## config.mk

```make
export PLATFORM = sky130hd
export DESIGN_NAME = gpio_route_port
export DESIGN_NICKNAME = d
export VERILOG_FILES = /design/src/rtl/gpio_route_pkg.sv /design/src/rtl/gpio_in_sync.sv /design/src/rtl/gpio_reg_file.sv /design/src/rtl/gpio_res_router.sv /design/src/rtl/gpio_route_port.sv
export SDC_FILE = /design/constraint.sdc
export NUM_CORES = 1
export LEC_CHECK = 0
export ABC_AREA = 1
export BUFFER_PORTS_ARGS = -buffer_cell sky130_fd_sc_hd__clkbuf_2
export CAP_MARGIN = 15
export CORE_ASPECT_RATIO = 1.75
export CORE_MARGIN = 3
export CORE_UTILIZATION = 50
export CTS_CLUSTER_SIZE = 30
export DETAILED_ROUTE_END_ITERATION = 8
export PLACE_DENSITY = 0.73
export SETUP_SLACK_MARGIN = 0.3
export SYNTH_ARGS = -nofsm -noshare
export SYNTH_HDL_FRONTEND = slang
export SYNTH_SLANG_ARGS = --single-unit
```

## constraint.sdc

```tcl
create_clock -name clk -period 1.2 [get_ports clk]
set_input_delay 0.24 -clock clk [delete_from_list [all_inputs] [get_ports clk]]
set_output_delay 0.24 -clock clk [all_outputs]
set_load 0.03 [all_outputs]
```

## src/rtl/gpio_route_pkg.sv

```systemverilog
package gpio_route_pkg;

  localparam int SEL_W   = 3;
  localparam int NUM_RES = 4;

  // consumer index within the routed resource vector
  localparam int RES_TMR0 = 0;
  localparam int RES_TMR1 = 1;
  localparam int RES_IRQ0 = 2;
  localparam int RES_IRQ1 = 3;

  typedef enum logic [SEL_W-1:0] {
    SEL_NONE_A  = 3'd0,
    SEL_NONE_B  = 3'd1,
    SEL_TMR0    = 3'd2,
    SEL_TMR1    = 3'd3,
    SEL_IRQ0_HI = 3'd4,
    SEL_IRQ1_HI = 3'd5,
    SEL_IRQ0_LO = 3'd6,
    SEL_IRQ1_LO = 3'd7
  } route_sel_e;

endpackage

```

## src/rtl/gpio_in_sync.sv

```systemverilog
module gpio_in_sync #(
  parameter int WIDTH  = 8,
  parameter int STAGES = 2
) (
  input  logic             clk,
  input  logic             rst,
  input  logic [WIDTH-1:0] d,
  output logic [WIDTH-1:0] q
);

  logic [WIDTH-1:0] stage_q [STAGES];

  always_ff @(posedge clk) begin
    if (rst) begin
      for (int s = 0; s < STAGES; s++) stage_q[s] <= '0;
    end else begin
      stage_q[0] <= d;
      for (int s = 1; s < STAGES; s++) stage_q[s] <= stage_q[s-1];
    end
  end

  assign q = stage_q[STAGES-1];

endmodule

```

## src/rtl/gpio_reg_file.sv

```systemverilog
module gpio_reg_file
  import gpio_route_pkg::*;
#(
  parameter int                NUM_PINS  = 8,
  parameter int                ADDR_W    = 8,
  parameter int                DATA_W    = 8,
  parameter logic [ADDR_W-1:0] DATA_ADDR = 8'h90,
  parameter logic [ADDR_W-1:0] DIR_ADDR  = 8'h91,
  parameter logic [ADDR_W-1:0] CFG_BASE  = 8'hA0
) (
  input  logic                               clk,
  input  logic                               rst,
  input  logic [ADDR_W-1:0]                  addr,
  input  logic                               wr_en,
  input  logic [DATA_W-1:0]                  wdata,
  input  logic [NUM_PINS-1:0]                pin_lvl,
  output logic [NUM_PINS-1:0]                oe_q,
  output logic [NUM_PINS-1:0]                latch_q,
  output logic                               pullup_q,
  output logic [NUM_PINS-1:0][SEL_W-1:0]     sel_q,
  output logic [DATA_W-1:0]                  rdata_q
);

  localparam int NUM_CFG = NUM_PINS / 2;
  localparam int HALF_W  = DATA_W / 2;

  logic             hit_data;
  logic             hit_dir;
  logic [NUM_CFG-1:0] hit_cfg;
  logic [DATA_W-1:0]  rd_nxt;

  assign hit_data = (addr == DATA_ADDR);
  assign hit_dir  = (addr == DIR_ADDR);

  for (genvar n = 0; n < NUM_CFG; n++) begin : g_cfg_hit
    assign hit_cfg[n] = (addr == ADDR_W'(CFG_BASE + n));
  end

  always_ff @(posedge clk) begin
    if (rst) begin
      oe_q     <= '0;
      latch_q  <= '0;
      pullup_q <= 1'b1;
      sel_q    <= '0;
    end else if (wr_en) begin
      if (hit_data) latch_q <= wdata[NUM_PINS-1:0];
      if (hit_dir) begin
        oe_q     <= ~wdata[NUM_PINS-1:0];
        pullup_q <= 1'b0;
      end
      for (int n = 0; n < NUM_CFG; n++) begin
        if (hit_cfg[n]) begin
          sel_q[2*n]   <= wdata[SEL_W-1:0];
          sel_q[2*n+1] <= wdata[HALF_W+SEL_W-1:HALF_W];
        end
      end
    end
  end

  always_comb begin
    rd_nxt = '0;
    if (hit_data) rd_nxt[NUM_PINS-1:0] = (pin_lvl & ~oe_q) | (latch_q & oe_q);
    if (hit_dir)  rd_nxt[NUM_PINS-1:0] = ~oe_q;
    for (int n = 0; n < NUM_CFG; n++) begin
      if (hit_cfg[n]) begin
        rd_nxt[SEL_W-1:0]               = sel_q[2*n];
        rd_nxt[HALF_W+SEL_W-1:HALF_W]   = sel_q[2*n+1];
      end
    end
  end

  always_ff @(posedge clk) begin
    if (rst) rdata_q <= '0;
    else     rdata_q <= rd_nxt;
  end

endmodule

```

## src/rtl/gpio_res_router.sv

```systemverilog
module gpio_res_router
  import gpio_route_pkg::*;
#(
  parameter int NUM_PINS = 8
) (
  input  logic                           clk,
  input  logic                           rst,
  input  logic [NUM_PINS-1:0]            pin_lvl,
  input  logic [NUM_PINS-1:0][SEL_W-1:0] sel,
  output logic [NUM_RES-1:0]             res_q
);

  logic [NUM_RES-1:0] contrib [NUM_PINS];
  logic [NUM_RES-1:0] res_nxt;

  for (genvar p = 0; p < NUM_PINS; p++) begin : g_pin
    logic [NUM_RES-1:0] c;
    always_comb begin
      c = '0;
      case (route_sel_e'(sel[p]))
        SEL_TMR0:    c[RES_TMR0] = pin_lvl[p];
        SEL_TMR1:    c[RES_TMR1] = pin_lvl[p];
        SEL_IRQ0_HI: c[RES_IRQ0] = pin_lvl[p];
        SEL_IRQ1_HI: c[RES_IRQ1] = pin_lvl[p];
        SEL_IRQ0_LO: c[RES_IRQ0] = ~pin_lvl[p];
        SEL_IRQ1_LO: c[RES_IRQ1] = ~pin_lvl[p];
        default:     c = '0;
      endcase
    end
    assign contrib[p] = c;
  end

  always_comb begin
    res_nxt = '0;
    for (int p = 0; p < NUM_PINS; p++) res_nxt = res_nxt | contrib[p];
  end

  always_ff @(posedge clk) begin
    if (rst) res_q <= '0;
    else     res_q <= res_nxt;
  end

endmodule

```

## src/rtl/gpio_route_port.sv

```systemverilog
module gpio_route_port
  import gpio_route_pkg::*;
#(
  parameter int                NUM_PINS    = 8,
  parameter int                ADDR_W      = 8,
  parameter int                DATA_W      = 8,
  parameter int                SYNC_STAGES = 2,
  parameter logic [ADDR_W-1:0] DATA_ADDR   = 8'h90,
  parameter logic [ADDR_W-1:0] DIR_ADDR    = 8'h91,
  parameter logic [ADDR_W-1:0] CFG_BASE    = 8'hA0
) (
  input  logic                clk,
  input  logic                rst,
  input  logic [ADDR_W-1:0]   sfr_addr,
  input  logic                sfr_wr_en,
  input  logic [DATA_W-1:0]   sfr_wdata,
  output logic [DATA_W-1:0]   sfr_rdata,
  input  logic [NUM_PINS-1:0] pad_in,
  output logic [NUM_PINS-1:0] pad_oe,
  output logic [NUM_PINS-1:0] pad_out,
  output logic                pad_pullup,
  output logic                tmr0_gate,
  output logic                tmr1_gate,
  output logic                irq0_req,
  output logic                irq1_req
);

  logic [NUM_PINS-1:0]            pin_lvl;
  logic [NUM_PINS-1:0][SEL_W-1:0] sel;
  logic [NUM_RES-1:0]             res;

  gpio_in_sync #(
    .WIDTH  (NUM_PINS),
    .STAGES (SYNC_STAGES)
  ) u_sync (
    .clk (clk),
    .rst (rst),
    .d   (pad_in),
    .q   (pin_lvl)
  );

  gpio_reg_file #(
    .NUM_PINS  (NUM_PINS),
    .ADDR_W    (ADDR_W),
    .DATA_W    (DATA_W),
    .DATA_ADDR (DATA_ADDR),
    .DIR_ADDR  (DIR_ADDR),
    .CFG_BASE  (CFG_BASE)
  ) u_regs (
    .clk      (clk),
    .rst      (rst),
    .addr     (sfr_addr),
    .wr_en    (sfr_wr_en),
    .wdata    (sfr_wdata),
    .pin_lvl  (pin_lvl),
    .oe_q     (pad_oe),
    .latch_q  (pad_out),
    .pullup_q (pad_pullup),
    .sel_q    (sel),
    .rdata_q  (sfr_rdata)
  );

  gpio_res_router #(
    .NUM_PINS (NUM_PINS)
  ) u_router (
    .clk     (clk),
    .rst     (rst),
    .pin_lvl (pin_lvl),
    .sel     (sel),
    .res_q   (res)
  );

  assign tmr0_gate = res[RES_TMR0];
  assign tmr1_gate = res[RES_TMR1];
  assign irq0_req  = res[RES_IRQ0];
  assign irq1_req  = res[RES_IRQ1];

endmodule

```

== Word level (Yosys, flattened, before mapping) ==
Memory sizes are Yosys's and may differ from the RTL's.
Cells that the tools add are included.

* Equal/unequal tests: 54
* Mux-type cells: 47
* Bitwise operators: 22
* Reduce and logical (&&, ||, !) cells: 6

{| class="wikitable"
|+ Operators by type and width
! kind !! count
|-
| $eq A3 B3 Y1 const B || 32
|-
| $eq A3 B2 Y1 const B || 16
|-
| $eq A8 B8 Y1 const B || 6
|-
| $mux W8 || 4
|-
| $pmux W1 S2 || 16
|-
| $or A4 B4 Y4 || 7
|-
| $mux W3 || 8
|-
| $mux W1 || 19
|-
| $and A8 B8 Y8 || 2
|-
| $not A8 Y8 || 2
|-
| $reduce_and A2 Y1 || 6
|-
| $not A1 Y1 || 8
|-
| $or A8 B8 Y8 || 1
|-
| $or A1 B1 Y1 || 2
|}

* Register bits: 53
* Bits in writable memories: 16
* Input bits: 27
* Output and inout port bits: 29
* Word-level logic and storage cells: 143
* Memories: 1

{| class="wikitable"
|+ Memories
! memory !! depth !! width !! rd ports !! clocked after Yosys merged registers in !! wr ports !! line !! RTL
|-
| u_sync.stage_q || 2 || 8 || 2 || 0 || 2 || gpio_in_sync.sv:11 || <nowiki>logic [WIDTH-1:0] stage_q [STAGES];</nowiki>
|}

== Depth between registers and ports, before layout ==
* Depth after elaboration: 9
* Gate-level depth with buffers: 8
* Gate-level depth less buffers: 7

== Cells and area by module ==
Synthesis repeated with hierarchy kept, for this count alone.

* Cell total of the unflattened synthesis: 484
* Area total of the unflattened synthesis: 3402.0 um^2

{| class="wikitable"
|+ Modules (own cells, without submodules)
! module !! times used !! cells each !! area each (um^2) !! sequential area each (um^2)
|-
| gpio_reg_file || 1 || 298 || 2252.2 || 980.9
|-
| gpio_res_router || 1 || 128 || 615.6 || 80.1
|-
| gpio_in_sync || 1 || 58 || 534.3 || 320.3
|}

== Worst setup path before layout ==
Ideal clock, no wire load.

* Kind: input to register
* From: input sfr_addr[6]
* To: register u_regs.latch_q[3]
* Setup time: 0.117 ns
* Data arrival time: 1.029 ns
* Data required time: 1.083 ns
* Path slack: 0.054 ns
* Stages on the path: 8
* Path buffers: 1
* Cell sequence: inv_1 -> nand2_1 -> nor2_2 -> and2_4 -> buf_6 -> nand2_4 -> o21ai_1 -> a21oi_1

* Word-level cells in the longest chain between the ends: 2

{| class="wikitable"
|+ RTL lines
! item !! line !! RTL
|-
| from (decl) || gpio_route_port.sv:14 || <nowiki>input logic [ADDR_W-1:0] sfr_addr,</nowiki>
|-
| $eq A8 B8 Y1 || gpio_reg_file.sv:32 || <nowiki>assign hit_data = (addr == DATA_ADDR);</nowiki>
|-
| $reduce_and A2 Y1 (no source line) || n/a ||
|-
| to (signal assigned) || gpio_reg_file.sv:46 || <nowiki>if (hit_data) latch_q <= wdata[NUM_PINS-1:0];</nowiki>
|-
| to (decl) || gpio_reg_file.sv:18 || <nowiki>output logic [NUM_PINS-1:0] latch_q,</nowiki>
|}

No other way between the ends.
A chain may end at the register's enable or synchronous reset.

== Worst setup path in the final report ==
* From: input sfr_addr[7]
* To: register u_regs.rdata_q[4]

* Word-level cells in the longest chain between the ends: 7
* Elaborated cells between the ends (all ways): 12
* Those cells by class: eq/ne: 6; mux: 6

{| class="wikitable"
|+ RTL lines
! item !! line !! RTL
|-
| $eq A8 B8 Y1 || gpio_reg_file.sv:32 ||
|-
| $mux W8 || gpio_reg_file.sv:62 || <nowiki>if (hit_data) rd_nxt[NUM_PINS-1:0] = (pin_lvl & ~oe_q) | (latch_q & oe_q);</nowiki>
|-
| $mux W8 || gpio_reg_file.sv:63 || <nowiki>if (hit_dir) rd_nxt[NUM_PINS-1:0] = ~oe_q;</nowiki>
|-
| $mux W3 (3 in a row) || gpio_reg_file.sv:65 || <nowiki>if (hit_cfg[n]) begin</nowiki>
|-
| $mux W3 * || gpio_reg_file.sv:65 ||
|-
| to (signal assigned) || gpio_reg_file.sv:74 || <nowiki>else rdata_q <= rd_nxt;</nowiki>
|-
| to (decl) || gpio_reg_file.sv:21 || <nowiki>output logic [DATA_W-1:0] rdata_q</nowiki>
|}

Mark *: on every way between the ends. The rest lies on a longest branch, timed or not.

==> metrics <==
Syn-to-layout area delta 68.71%; fin crit share 0.9748; Distinct cells, synth 24; commonest cells after routing, fill and taps aside nand3_1 (44), inv_1 (43), dfxtp_2 (41), buf_4 (40), nand2_1 (38); Rel. slew slack 0.7705; shortest period the worst path allows 1.170 ns; boundary pin count 56; Final Non-Filler Cells 629; Worst setup EP type register; combinational share of power 0.099; hold buffer count at CTS 0; first-pass GRT wire length 16900 µm; root buf cell clkbuf_8; Switching Share 0.2545; Final setup violation count 0; NetSw 1.265 mW; Seq pwr share 0.468; fmax 0.8549 GHz; GR Overflow Total 0; critical path class input pin to register; sequential standard cell area 0.001474 mm²; internal power 3.707 mW; commonest non-fill, non-tap cell in the layout nand3_1; vias in the first global route 3584; final RePlAce weighted congestion 0.9598; Core ar. 0.005926 mm²; crit path max fanout 12; crit path launch type input pin; Post-Syn Area 0.003083 mm²; clock network power share 0.433; Port Buffers 55; vias per cell 6.176; area of the multi-input gates 0.001898 mm²; die height 109.9 µm; Antenna Violating Nets Remaining 0; Filler cells 302; antenna violations before repair 0; Fin Setup TNS 0 ns; nets 573; Hold Vio Cnt, Final 0; sequential share of the synthesized area 0.4481; Initial Utilization 0.5203; DRC viols 0; clk sink count 69; max-cap violations 0; Post-Syn Instances 434; Placement Rows 37; largest net degree at the start of global routing 30; Clock Path Buffers 2; layout cells sized above 1 0.5572; H-tree depth 3; largest vdd supply drop 0.9113 mV; Fin Hold WS 0.06802 ns; Worst EP arrival 1.44 ns; Clock transition at path regs 0.07 ns; placed insts 568; synthesized area per cell 7.104 µm²; DR vias 3885; Power Total 4.972 mW; Min-Delay Path Class input pin to register; #FFs+latches synth 69; total leakage power 2.156 nW; drt wl/cell 22.20 µm; status finished clean; clock latency on the worst-skew pair 0.35 ns; drt first pass iters 5; Power Density 955.9 mW/mm²; worst slew pin tran 0.3443 ns; DP HPWL 6903 µm; skew final 0.01182 ns; DR iter-0 viols 515; syn nets 461; # diodes 0; final slew viol count 0; GRT Total Usage 0.3177; final wirelength 13970 µm; CTS tree yes; YS warnings 0; RSZ-0062 raised after global routing true; Inserted Clock Buffers 9; Die Area 0.007181 mm²; WP data required 1.47 ns; Die Span X 65.36 µm
==> layout make-up <==
cell class / instances / share of cell area
repair buffers: 115 / 0.2300
well taps: 78 / 0.01876
flip-flops and latches: 69 / 0.2834
clock buffers: 10 / 0.02646
multi-input cells: 290 / 0.3649
clock inverters: 6 / 0.01660
inverters: 61 / 0.05990
==> worst paths after layout <==
kind              slack (ns)                             from  cells past startpoint                                to
setup / recovery        0.03                      sfr_addr[7]                      9      u_regs.rdata_q[4]$_SDFF_PP0_
hold / removal          0.07                        pad_in[4]                      3   u_sync.stage_q[0][4]$_SDFF_PP0_
setup reg to reg        0.04   u_regs.latch_q[4]$_SDFFE_PP0P_                      7      u_regs.rdata_q[4]$_SDFF_PP0_
hold reg to reg         0.40  u_sync.stage_q[0][2]$_SDFF_PP0_                      2  u_sync.stage_q[0][10]$_SDFF_PP0_
==> power by group through the flow <==
stage / logic, mW / registers (mW) / clock network, mW
floorplan: 0.177 / 2.39 / 0
global placement: 0.331 / 2.39 / 0
detailed placement: 0.338 / 2.39 / 0
CTS: 0.386 / 2.32 / 2.16
global route: 0.524 / 2.32 / 2.24
finish: 0.494 / 2.32 / 2.15
==> critical path, stage by stage <==
cell      delay, ns
clkbuf_2       0.15
nand2_8        0.07
nor2_4         0.15
buf_4          0.16
buf_6          0.15
nand3_1        0.14
nand4_1        0.17
nor2_1         0.06
nor2_1         0.13
==> repair_timing <==
| item | 4_1_cts | 5_1_grt |
|---|---|---|
| endpoints found under the setup margin | 82 | 82 |
| buffers inserted | 26 | 11 |
| pin swaps | 37 | 42 |
| cloned | 4 | 4 |
| resized for setup | 167 | 154 |
==> sequential cells by signal, summed over array words and instances (netlist names) <==
signal	count
u_router.res_q	4
u_sync.stage_q	16
u_regs.pullup_q	1
u_regs.rdata_q	8
u_regs.oe_q	8
u_regs.latch_q	8
u_regs.sel_q	24
==> stage by stage <==
step	instance area (µm²)	worst slack [ns]	utilization
finish	5201	0.03029	0.8777
global route	5201	-0.01770	0.8777
floorplan	3257	0.1366	-
CTS	4637	0.08786	0.7825
detailed placement	3689	-0.1835	0.6225
global placement	3689	-0.1599	0.6225
==> cells in the mapped netlist <==
library cell	count	share of area
nand2_4	1	0.0037
inv_2	1	0.0012
nor2_2	2	0.0041
nand4_1	11	0.022
dfxtp_1	69	0.45
clkbuf_1	6	0.0073
o31ai_1	4	0.0097
buf_4	1	0.0024
o21ai_0	39	0.063
nor3_1	8	0.013
nor2_1	37	0.045
and2_4	1	0.0028
inv_1	60	0.073
nand2_1	62	0.075
buf_1	2	0.0024
buf_6	2	0.0073
o21ai_1	1	0.0016
nand3_1	55	0.089
xor2_1	4	0.011
and2_2	1	0.0024
buf_2	8	0.013
nand2_2	3	0.0061
nor2_4	2	0.0073
a21oi_1	54	0.088
==> layer usage <==
layer	up-vias	track usage	part of all wire
li1	1658	-	-
met1	1780	0.3083	0.31
met2	302	0.5714	0.50
met3	145	0.06646	0.078
met4	0	0.2448	0.11
met5	-	0	0
==> cells by family (layout without fill, tap and decap cells) <==
| kind of cell | Yosys count | count (layout) | synth area share |
|---|---|---|---|
| AND/OR/NAND/NOR | 183 | 188 | 0.2715 |
| AO/OA/AOI/OAI | 98 | 98 | 0.1623 |
| buffers and inverters | 80 | 192 | 0.1067 |
| flip-flops | 69 | 69 | 0.4481 |
| XOR/XNOR | 4 | 4 | 0.01136 |
(Power assumes the default switching activity.)
